`src/rtl/cs_idle_pkg.sv`:
```
package cs_idle_pkg;
  localparam int NUM_SPACES = 8;
  localparam int SPACE_W    = $clog2(NUM_SPACES);
  localparam int PAIR_CNT   = NUM_SPACES / 2;
  localparam int PAIR_W     = $clog2(PAIR_CNT);
  localparam int TURN_W     = 2;
  localparam int CFG_W      = PAIR_CNT + TURN_W;

  typedef struct packed {
    logic [TURN_W-1:0]   turn;
    logic [PAIR_CNT-1:0] pair_en;
  } cfg_t;

  function automatic logic [TURN_W-1:0] gap_max(input logic [TURN_W-1:0] a,
                                                input logic [TURN_W-1:0] b);
    return (a > b) ? a : b;
  endfunction
endpackage

```
`src/rtl/cs_idle_cfg.sv`:
```
module cs_idle_cfg
  import cs_idle_pkg::*;
#(
  parameter logic [CFG_W-1:0] RESET_VAL = {{TURN_W{1'b0}}, {PAIR_CNT{1'b1}}}
) (
  input  logic             clk,
  input  logic             rst_n,
  input  logic             wr,
  input  logic [CFG_W-1:0] wdata,
  output logic [CFG_W-1:0] rdata,
  output cfg_t             cfg
);
  logic [CFG_W-1:0] reg_q;

  always_ff @(posedge clk) begin
    if (!rst_n)  reg_q <= RESET_VAL;
    else if (wr) reg_q <= wdata;
  end

  assign rdata = reg_q;
  assign cfg   = cfg_t'(reg_q);

  a_r5_reset_value: assert property (@(posedge clk)
    !rst_n |=> (rdata == RESET_VAL));
endmodule

```
`src/rtl/cs_idle_gap_calc.sv`:
```
module cs_idle_gap_calc
  import cs_idle_pkg::*;
(
  input  logic               prev_valid,
  input  logic [SPACE_W-1:0] prev_space,
  input  logic               prev_write,
  input  logic [SPACE_W-1:0] new_space,
  input  logic               new_write,
  input  cfg_t               cfg,
  output logic [TURN_W-1:0]  gap
);
  logic [PAIR_CNT-1:0] pair_hit;
  logic                pair_gap;
  logic [TURN_W-1:0]   turn_gap;

  for (genvar p = 0; p < PAIR_CNT; p++) begin : g_pair
    assign pair_hit[p] = prev_valid && cfg.pair_en[p] &&
                         (prev_space[PAIR_W-1:0] == PAIR_W'(p)) &&
                         (new_space[PAIR_W-1:0]  == PAIR_W'(p));
  end

  assign pair_gap = |pair_hit;
  assign turn_gap = (prev_valid && !prev_write && new_write) ? cfg.turn : '0;

  always_comb begin
    gap = gap_max(turn_gap, TURN_W'(pair_gap));
  end
endmodule

```
`src/rtl/cs_idle_seq.sv`:
```
module cs_idle_seq
  import cs_idle_pkg::*;
#(
  parameter int ADDR_W = 16
) (
  input  logic                  clk,
  input  logic                  rst_n,
  input  logic                  req_valid,
  input  logic [SPACE_W-1:0]    req_space,
  input  logic                  req_write,
  input  logic [ADDR_W-1:0]     req_addr,
  input  logic [TURN_W-1:0]     gap,
  output logic                  req_ready,
  output logic                  prev_valid,
  output logic [SPACE_W-1:0]    prev_space,
  output logic                  prev_write,
  output logic [NUM_SPACES-1:0] bus_cs_n,
  output logic                  bus_rd_n,
  output logic                  bus_wr_n,
  output logic [ADDR_W-1:0]     bus_addr
);
  localparam logic [TURN_W-1:0] QMAX = {TURN_W{1'b1}};

  logic [TURN_W-1:0] quiet_q;
  logic              acc;

  assign req_ready = (quiet_q >= gap);
  assign acc       = req_valid && req_ready;

  always_ff @(posedge clk) begin
    if (!rst_n) begin
      quiet_q    <= QMAX;
      prev_valid <= 1'b0;
      prev_space <= '0;
      prev_write <= 1'b0;
    end else if (acc) begin
      quiet_q    <= '0;
      prev_valid <= 1'b1;
      prev_space <= req_space;
      prev_write <= req_write;
    end else if (quiet_q != QMAX) begin
      quiet_q <= quiet_q + 1'b1;
    end
  end

  always_ff @(posedge clk) begin
    if (!rst_n) begin
      bus_cs_n <= '1;
      bus_rd_n <= 1'b1;
      bus_wr_n <= 1'b1;
      bus_addr <= '0;
    end else if (acc) begin
      bus_cs_n <= ~(NUM_SPACES'(1) << req_space);
      bus_rd_n <= req_write;
      bus_wr_n <= !req_write;
      bus_addr <= req_addr;
    end else begin
      bus_cs_n <= '1;
      bus_rd_n <= 1'b1;
      bus_wr_n <= 1'b1;
    end
  end

  a_r4_one_select: assert property (@(posedge clk) disable iff (!rst_n)
    $onehot0(~bus_cs_n));
  a_r4_idle_strobes: assert property (@(posedge clk) disable iff (!rst_n)
    (&bus_cs_n) |-> (bus_rd_n && bus_wr_n));
  a_r9_one_strobe: assert property (@(posedge clk) disable iff (!rst_n)
    !(&bus_cs_n) |-> (bus_rd_n != bus_wr_n));
  a_r2_gap_after_idle: assert property (@(posedge clk) disable iff (!rst_n)
    (acc && gap != '0) |-> (&bus_cs_n));
  a_r9_stall_holds_idle: assert property (@(posedge clk) disable iff (!rst_n)
    (req_valid && !req_ready) |=> (&bus_cs_n));
endmodule

```
`src/rtl/cs_idle_inserter.sv`:
```
module cs_idle_inserter
  import cs_idle_pkg::*;
#(
  parameter int ADDR_W = 16
) (
  input  logic                  clk,
  input  logic                  rst_n,
  input  logic                  req_valid,
  output logic                  req_ready,
  input  logic [SPACE_W-1:0]    req_space,
  input  logic                  req_write,
  input  logic [ADDR_W-1:0]     req_addr,
  input  logic                  cfg_wr,
  input  logic [CFG_W-1:0]      cfg_wdata,
  output logic [CFG_W-1:0]      cfg_rdata,
  output logic [NUM_SPACES-1:0] bus_cs_n,
  output logic                  bus_rd_n,
  output logic                  bus_wr_n,
  output logic [ADDR_W-1:0]     bus_addr
);
  cfg_t               cfg;
  logic [TURN_W-1:0]  gap;
  logic               prev_valid;
  logic [SPACE_W-1:0] prev_space;
  logic               prev_write;

  cs_idle_cfg u_cfg (
    .clk   (clk),
    .rst_n (rst_n),
    .wr    (cfg_wr),
    .wdata (cfg_wdata),
    .rdata (cfg_rdata),
    .cfg   (cfg)
  );

  cs_idle_gap_calc u_gap (
    .prev_valid (prev_valid),
    .prev_space (prev_space),
    .prev_write (prev_write),
    .new_space  (req_space),
    .new_write  (req_write),
    .cfg        (cfg),
    .gap        (gap)
  );

  cs_idle_seq #(.ADDR_W(ADDR_W)) u_seq (
    .clk        (clk),
    .rst_n      (rst_n),
    .req_valid  (req_valid),
    .req_space  (req_space),
    .req_write  (req_write),
    .req_addr   (req_addr),
    .gap        (gap),
    .req_ready  (req_ready),
    .prev_valid (prev_valid),
    .prev_space (prev_space),
    .prev_write (prev_write),
    .bus_cs_n   (bus_cs_n),
    .bus_rd_n   (bus_rd_n),
    .bus_wr_n   (bus_wr_n),
    .bus_addr   (bus_addr)
  );
endmodule

```
`config.mk`:
```
export PLATFORM = sky130hd
export DESIGN_NAME = cs_idle_inserter
export DESIGN_NICKNAME = d
export VERILOG_FILES = /design/src/rtl/cs_idle_pkg.sv /design/src/rtl/cs_idle_cfg.sv /design/src/rtl/cs_idle_gap_calc.sv /design/src/rtl/cs_idle_seq.sv /design/src/rtl/cs_idle_inserter.sv
export SDC_FILE = /design/constraint.sdc
export NUM_CORES = 1
export LEC_CHECK = 0
export BUFFER_PORTS_ARGS = -buffer_cell sky130_fd_sc_hd__clkbuf_2
export CAP_MARGIN = 20
export CORE_AREA = 4 4 62 64
export DETAILED_ROUTE_END_ITERATION = 12
export DIE_AREA = 0 0 66 68
export PLACE_DENSITY = 0.76
export SLEW_MARGIN = 30
export SYNTH_ARGS = -nofsm -noshare
export SYNTH_HDL_FRONTEND = slang
export SYNTH_SLANG_ARGS = --single-unit
```
`constraint.sdc`:
```
create_clock -name clk -period 3.1 [get_ports clk]
set_input_delay 0.155 -clock clk [delete_from_list [all_inputs] [get_ports clk]]
set_output_delay 0.155 -clock clk [all_outputs]
set_load 0.02 [all_outputs]
```
==> results of run 1 <==
## worst reg2reg max path: stages, from the launching register on
cell      delay [ns]
dfxtp_2         0.35
or3b_1          0.37
a21oi_1         0.15
a31oi_1         0.07
inv_1           0.07
ha_1            0.23
o21ai_2         0.16
mux2i_1         0.20
ha_1            0.25
nand2b_4        0.16
a21oi_4         0.21
buf_4           0.16
buf_12          0.14
nor2_1          0.08
buf_4           0.20
nand3b_1        0.08
## where the power goes
group	total [W]	internal [W]	switching, W	leakage (nW)
Combinational	0.000314	0.000131	0.000183	0.539
Sequential	0.000556	0.000531	0.0000249	0.313
Clock	0.000231	0.0000855	0.000145	0.0254
Total	0.00110	0.000747	0.000353	0.877
## worst paths after layout
path | endpoint | slack, ns | cells past startpoint | start
max reg2reg | u_seq.bus_cs_n[0] | 0.17 | 15 | u_seq.prev_space[0]
max | req_ready | 0.12 | 12 | u_seq.prev_space[0]
min | u_seq.bus_wr_n | 0.02 | 2 | req_write
min reg2reg | u_seq.bus_addr[13] | 0.48 | 2 | u_seq.bus_addr[13]
## sequential cells by signal (all words and copies together) (netlist names)
register and cells:
u_seq.bus_addr 16, u_seq.prev_space 2, u_seq.bus_cs_n 8, u_cfg.cfg 6, u_seq.bus_wr_n 1, u_seq.prev_write 1
u_seq.bus_rd_n 1, u_seq.quiet_q 2, u_seq.prev_valid 1
## cell usage after synthesis, drive strengths merged, types with 2 or more instances
master / number / area share
ha: 4 / 0.034
nand3: 27 / 0.091
clkbuf: 7 / 0.018
inv: 5 / 0.013
dfxtp: 38 / 0.51
nor2: 6 / 0.015
mux2i: 8 / 0.054
o21ai: 23 / 0.077
nand3b: 4 / 0.020
a21oi: 21 / 0.071
nand2: 8 / 0.020
nand2b: 2 / 0.0084
buf: 8 / 0.030
## logic make-up after synthesis
family,after synthesis,share of synthesized area
fa+ha+maj,4,0.0336
buf+inv,20,0.0605
mux,8,0.0537
flops,38,0.510
simple gates,52,0.179
xor+xnor,1,0.00588
compound gates,46,0.157
## metrics by stage
step | utilization | cells | setup slack (ns) | power, W
after floorplan | - | 169 | 0.337 | 0.000745
after global placement | 0.552 | 264 | 0.131 | 0.000829
after detailed placement | 0.552 | 264 | -0.00685 | 0.000834
after CTS | 0.570 | 271 | 0.0200 | 0.00108
after global routing | 0.586 | 276 | -0.00314 | 0.00116
final | 0.586 | 276 | 0.116 | 0.00110
## layer usage
metal	global-route usage	share of wire	up-vias
li1	-	-	710
met1	0.183	0.43	604
met2	0.268	0.45	59
met5	0	0	-
met3	0.0509	0.094	10
met4	0.0914	0.030	0
## layout make-up
type | count | area share
flip-flops and latches | 38 | 0.397
multi-input cells | 111 | 0.344
repair buffers | 68 | 0.191
well taps | 46 | 0.0299
clock buffers | 7 | 0.0234
inverters | 5 | 0.0124
repair inverters | 1 | 0.00260
## timing repair
item,in CTS,in global routing
buffers inserted,0,4
resized for setup,5,7
endpoints found under the hold margin,0,0
pin swaps,1,1
gates cloned,0,1
endpoints found under the setup margin,20,1
==> impl_metrics.ini, run 1 <==
[sta]
maxSlewViolCount = 0
holdWs_ns = 0.0212
period_share = 0.963
clock_skew_ns = 0.00327
tns_ns = 0
slew_headroom = 0.530
fmax_mhz = 335
period_minus_slack_ns = 2.98
report.final.hold_viol_count = 0
worst_pin_slew_ns = 0.705
finalSetupViolations = 0

[worst_setup_path]
critPathBufInv = 3
critPathKind = flop to primary output
max_stage_delay_ns = 0.37
path_max_fanout = 5
endpoint_kind = primary output
critPathArrivalTime_ns = 2.83
cp_top_family = compound AO/OA/AOI/OAI gates
startpoint_type = flop
required_ns = 2.94
cp_common_cell = ha_1
crit_slowest_cell = or3b_1
cp_cell_sequence = or3b_1, a21oi_1, a31oi_1, inv_1, ha_1, o21ai_2, mux2i_1, ha_1, nand2b_4, a21oi_4, clkinv_4, buf_2

[die]
initial_core_util = 0.454
die_area_mm2 = 0.00449
coreArea_mm2 = 0.00328
die_h_um = 68
die-width_um = 66
placementRows = 21
io-pin-count = 63

[placed_design]
place_congestion = 0.699
placed_cell_area_mm2 = 0.00181
io_buffers = 62
hpwl_um = 2400

[run_status]
outcome = finished, final reports clean

[global_routing]
antenna_found_initial = 0
grt_pass1_vias = 1232
grt_pass1_wl_um = 5420
grt_max_degree = 24
grt-ovfl-total = 0
grtUsageTotal = 0.161

[layout]
syn_to_final_growth_pct = 29.1
nFillCells = 308
n_antenna_cell = 0
layout-drive-gt1-share = 0.348
final_common_cell = clkbuf_2
final_area_mm2 = 0.00192
final_cell_mix = clkbuf_2 (61), dfxtp_1 (36), nand3_1 (27)
ff_latch_area_um2 = 763
multi_input_area_um2 = 662
layout.nets = 264

[drt]
drt-initial-drc-count = 61
ant_nets = 0
drt-pass1-iter-count = 4
drt_wl_total_um = 3560
drc_errors = 0
vias_per_cell = 5.01
wl_per_cell_um = 12.9
dr_total_vias = 1383

[clock_network]
ctsHtreeMaxLevel = 2
insertion_delay_ns = 0.34
cts-root-buf = clkbuf_4
clock-sinks = 38
cts_hold_buf = 0
cts_buffers = 5
clkTransAtPathRegs_ns = 0.10
cts_buffer_depth = 2
cts_tree = done

[logic_synthesis]
synth_edf_count = 0
synthCells = 169
ys_seq_area_frac = 0.510
async_reset_ff_frac = 0
ys.flop_type = dfxtp_1
syn_nets = 203
yosysWarnings = 0
synth.distinct_cells = 23
ys_seq_elements = 38
netlist_area_mm2 = 0.00149
postSynthAreaPerCell_um2 = 8.82

[min_path]
hp-class = input port to flop

[job]
maxCapViolCount = 0

[power_and_ir_drop]
peakVddDrop_uv = 271
power.leakage_nw = 0.877
power_density_mw_per_mm2 = 572
Note: power is estimated with default switching activity, not from simulation.
==> run 2, diff against run 1 <==
--- a/config.mk
+++ b/config.mk
@@ -6,7 +6,7 @@
 export NUM_CORES = 1
 export LEC_CHECK = 0
 export BUFFER_PORTS_ARGS = -buffer_cell sky130_fd_sc_hd__clkbuf_2
-export CAP_MARGIN = 20
+export CAP_MARGIN = 0
 export CORE_AREA = 4 4 62 64
 export DETAILED_ROUTE_END_ITERATION = 12
 export DIE_AREA = 0 0 66 68
==> constraint.sdc (replaced) <==
create_clock -name clk -period 3.2 [get_ports clk]
set_input_delay 0.16 -clock clk [delete_from_list [all_inputs] [get_ports clk]]
set_output_delay 0.16 -clock clk [all_outputs]
set_load 0.02 [all_outputs]
==> run 2 against run 1 <==
  * Via count is 1.3% lower
  * Sequential cell count did not move
  * Sequential share of layout area is 0.46 points higher
  * Non-clock buffer count fell by 4
  * Cell area decreased by 1.3%
  * Clock power grew 38%
  * Core utilization decreased by 0.76 points
==> impl_metrics.ini, run 2 (synthesis gave the netlist of run 1 again) <==
[worst_setup_path]
critPathBufInv = 3
crit_slowest_cell = or3b_1
cp_common_cell = ha_1
r2r_slack_ns = 0.39
critPathKind = flop to primary output
path_max_fanout = 20
r2r-start = u_seq.prev_space[0]
startpoint_type = flop
cp_top_family = compound AO/OA/AOI/OAI gates
critPathArrivalTime_ns = 2.85
required_ns = 3.04
critPathLaunch = u_seq.prev_space[0]
max_stage_delay_ns = 0.37
cp_cell_sequence = or3b_1, a21oi_1, a31oi_1, inv_1, ha_1, o21ai_1, mux2i_1, ha_1, nand2b_1, a21oi_4, inv_6, clkbuf_2
endpoint_kind = primary output

[die]
die_area_mm2 = 0.00449
die_h_um = 68
coreArea_mm2 = 0.00328
placementRows = 21
initial_core_util = 0.454
io-pin-count = 63
die-width_um = 66

[drt]
dr_total_vias = 1365
drc_errors = 0
drt_wl_total_um = 3400
drt-pass1-iter-count = 4
ant_nets = 0
wl_per_cell_um = 12.5
vias_per_cell = 5.02
drt-initial-drc-count = 60

[job]
maxCapViolCount = 0

[global_routing]
grt_pass1_vias = 1243
grt_max_degree = 24
grt_pass1_wl_um = 5580
grtUsageTotal = 0.161
antenna_found_initial = 0
grt-ovfl-total = 0

[placed_design]
hpwl_um = 2410
io_buffers = 62
place_congestion = 0.744
place_ws_ns = 0.217

[power_and_ir_drop]
power_density_mw_per_mm2 = 591
power.leakage_nw = 0.868
total_power_w = 0.00112
peakVddDrop_uv = 279

[layout]
syn_to_final_growth_pct = 27.5
postLayoutCoreUtil = 0.578
n_antenna_cell = 0
top_register = u_seq.bus_addr
largest_reg_flops = 16
nFillCells = 334
layout-drive-gt1-share = 0.336
final_common_cell = clkbuf_2
layout.nets = 259
final_cell_mix = clkbuf_2 (62), dfxtp_1 (37), nand3_1 (27)

[sta]
fmax_mhz = 333
worst_pin_slew_ns = 0.714
clock_skew_ns = 0.00448
grt_setup_unrepaired = true
report.final.hold_viol_count = 0
tns_ns = 0
maxSlewViolCount = 0
holdWs_ns = 0.0173
setup_ws_ns = 0.194
period_minus_slack_ns = 3.01
finalSetupViolations = 0
period_share = 0.939
slew_headroom = 0.524

[clock_network]
cts_hold_buf = 0
ctsHtreeMaxLevel = 2
cts_buffer_depth = 2
clkTransAtPathRegs_ns = 0.11
clock-sinks = 38
cts_tree = done
cts-root-buf = clkbuf_4
postCtsSetupBuffers = 0
cts_buffers = 5
insertion_delay_ns = 0.34

[min_path]
hp-class = input port to flop
min-delay-start = req_write

[run_status]
outcome = finished, final reports clean
[run 2: cell count changes in the layout (fill, tap and decap cells not counted), sizes merged]
| cell | before | now |
|---|---|---|
| buf | 7 | 2 |
| bufinv | 0 | 1 |
| clkbuf | 68 | 67 |
| inv | 4 | 5 |
[run 2: metrics by stage]
| step | cell area [µm²] | cells |
|---|---|---|
| after floorplan | 1490 | 169 |
| after global placement | 1800 | 264 |
| after detailed placement | 1800 | 264 |
| after CTS | 1880 | 272 |
| after global routing | 1900 | 272 |
| final | 1900 | 272 |
[run 2: report_power, final]
group | switching (W) | internal (W) | leakage [nW]
sequential | 0.0000247 | 0.000514 | 0.313
clock | 0.000156 | 0.000162 | 0.0450
combinational | 0.000166 | 0.0000995 | 0.510
total | 0.000347 | 0.000775 | 0.868
[run 2: area by class of cell]
class | instances | area, µm² | share of cell area
multi-input cells | 111 | 653 | 0.344
well taps | 46 | 57.6 | 0.0303
repair buffers | 64 | 325 | 0.171
flip-flops and latches | 38 | 762 | 0.401
inverters | 5 | 23.8 | 0.0125
clock inverters | 3 | 40.0 | 0.0211
clock buffers | 5 | 37.5 | 0.0198
[run 2: path summary, 6_finish.rpt]
| path | cells past startpoint | end |
|---|---|---|
| setup reg to reg | 13 | u_seq.prev_valid |
| hold / removal | 2 | u_seq.bus_wr_n |
| hold reg to reg | 2 | u_seq.prev_write |
| setup / recovery | 12 | req_ready |
[run 2: per-layer routing]
layer	GRT usage	routed length [µm]
met1	0.207	1550
met2	0.250	1510
met3	0.0640	286
met4	0.0482	46
met5	0	0
[run 2: what timing repair did]
item                                    in CTS  in global routing
resized for setup                            2                  7
pin swaps                                    0                  1
endpoints found under the setup margin       1                 12
==> run 3, diff against run 2 <==
--- a/config.mk
+++ b/config.mk
@@ -7,10 +7,10 @@
 export LEC_CHECK = 0
 export BUFFER_PORTS_ARGS = -buffer_cell sky130_fd_sc_hd__clkbuf_2
 export CAP_MARGIN = 0
-export CORE_AREA = 4 4 62 64
+export CORE_AREA = 4 4 57 70
 export DETAILED_ROUTE_END_ITERATION = 12
-export DIE_AREA = 0 0 66 68
-export PLACE_DENSITY = 0.76
+export DIE_AREA = 0 0 61 74
+export PLACE_DENSITY = 0.75
 export SLEW_MARGIN = 30
 export SYNTH_ARGS = -nofsm -noshare
 export SYNTH_HDL_FRONTEND = slang
==> run 3 against run 2 <==
  * Via count increased by 2.1%
  * Die area is 0.58% higher
  * Final cell count is 3.3% lower
  * Sequential share of layout area down 0.12 points
  * Maximum frequency is 1.3% higher
  * Critical endpoint unchanged
==> impl_metrics.ini, run 3 (synthesis gave the netlist of run 1 again) <==
[power_and_ir_drop]
power_density_mw_per_mm2 = 600
peakVddDrop_uv = 318
power.leakage_nw = 0.869
total_power_w = 0.00114

[worst_setup_path]
cp_top_family = compound AO/OA/AOI/OAI gates
critPathBufInv = 3
required_ns = 3.04
r2r_slack_ns = 0.43
endpoint_kind = primary output
critPathArrivalTime_ns = 2.81
r2r-end = u_seq.bus_addr[10]
crit_slowest_cell = or3b_1
r2r-start = u_seq.prev_space[0]
reg2regPathDepth = 13
cp_cell_sequence = or3b_1, a21oi_1, a31oi_1, inv_1, ha_1, o21ai_1, mux2i_1, ha_1, nand2b_1, a21oi_4, inv_4, clkbuf_2
max_stage_delay_ns = 0.38
startpoint_type = flop
path_max_fanout = 20
cp_common_cell = ha_1
critPathKind = flop to primary output

[drt]
drt-initial-drc-count = 40
vias_per_cell = 5.30
dr_total_vias = 1393
ant_nets = 0
wl_per_cell_um = 13.5
drt-pass1-iter-count = 4
drc_errors = 0
drt_wl_total_um = 3540

[sta]
period_minus_slack_ns = 2.97
report.final.hold_viol_count = 0
fmax_mhz = 337
period_share = 0.927
maxSlewViolCount = 0
finalSetupViolations = 0
slew_headroom = 0.535
worst_pin_slew_ns = 0.697
clock_skew_ns = 0.00641

[layout]
nFillCells = 338
final_cell_mix = clkbuf_2 (62), dfxtp_1 (38), nand3_1 (27)
layout-drive-gt1-share = 0.332
layout.nets = 259
largest_reg_flops = 16
final_area_mm2 = 0.00190
layout.cells.non_filler = 263
n_antenna_cell = 0
syn_to_final_growth_pct = 27.6
top_register = u_seq.bus_addr
final_common_cell = clkbuf_2

[global_routing]
grt_max_degree = 24
grt-ovfl-total = 0
grtUsageTotal = 0.172
grt_pass1_wl_um = 5750
antenna_found_initial = 0
grt_pass1_vias = 1328

[clock_network]
clkTransAtPathRegs_ns = 0.07
cts_hold_buf = 0
ctsHtreeMaxLevel = 2
cts-root-buf = clkbuf_8
clock-sinks = 38
insertion_delay_ns = 0.29
cts_tree = done
cts_buffers = 5
cts_buffer_depth = 2

[min_path]
min_path_cells = 2
min-delay-start = req_write
whs_endpoint = u_seq.bus_wr_n
hp-class = input port to flop

[die]
io-pin-count = 63
die_h_um = 74
die-width_um = 61
initial_core_util = 0.454
placementRows = 23
coreArea_mm2 = 0.00328
die_area_mm2 = 0.00451

[placed_design]
placed_cell_area_mm2 = 0.00179
hpwl_um = 2500
dpl.cell_count = 255
place_congestion = 0.786
io_buffers = 62

[job]
maxCapViolCount = 0

[run_status]
outcome = finished, final reports clean
-- run 3: per-layer routing --
layer	track usage	routed length, µm	share of wire	up-vias
met5	0	0	0	-
met4	0.0795	77	0.022	0
met3	0.0521	229	0.065	7
met2	0.296	1820	0.51	45
met1	0.191	1410	0.40	642
li1	-	-	-	699
-- run 3: worst max-delay path by stage --
stage	startpoint	end	slack [ns]	cells after the start
2_1_floorplan	u_cfg.cfg[2]	u_seq.prev_space[1]	0.44	14
3_5_place_dp	u_seq.prev_space[0]	u_seq.bus_addr[10]	0.19	13
3_3_place_gp	u_cfg.cfg[2]	req_ready	0.28	12
5_1_grt	u_seq.prev_space[0]	req_ready	-0.01	12
6_report	u_seq.prev_space[0]	req_ready	0.23	12
4_1_cts	u_seq.prev_space[0]	req_ready	0.01	12
-- run 3: area by class of cell --
type | count | area (µm²) | area share
Sequential cell | 38 | 761 | 0.400
Multi-Input combinational cell | 111 | 653 | 0.343
Timing Repair Buffer | 64 | 325 | 0.171
Clock buffer | 6 | 82.6 | 0.0434
Tap cell | 37 | 46.3 | 0.0243
Inverter | 5 | 21.3 | 0.0112
Clock inverter | 2 | 12.5 | 0.00658
-- run 3: through the flow --
stage	TNS, ns	setup WS, ns	hold slack (ns)	utilization
after global placement	0	0.285	0.375	0.546
after CTS	0	0.0134	0.0622	0.575
after global routing	-0.0106	-0.0106	0.0813	0.580
after detailed placement	0	0.185	0.370	0.546
final	0	0.233	0.0709	0.580
after floorplan	0	0.437	0.232	-
-- run 3: power breakdown --
part	leakage, nW	switching, W	internal (W)
clock	0.0472	0.000165	0.000173
sequential	0.312	0.0000240	0.000514
combinational	0.509	0.000166	0.0000985
-- run 3: what timing repair did --
| action | 4_1_cts | 5_1_grt |
|---|---|---|
| setup buffers | 0 | 0 |
| setup endpoints to repair | 1 | 7 |
| hold endpoints to repair | 0 | 0 |
| resized for setup | 1 | 6 |
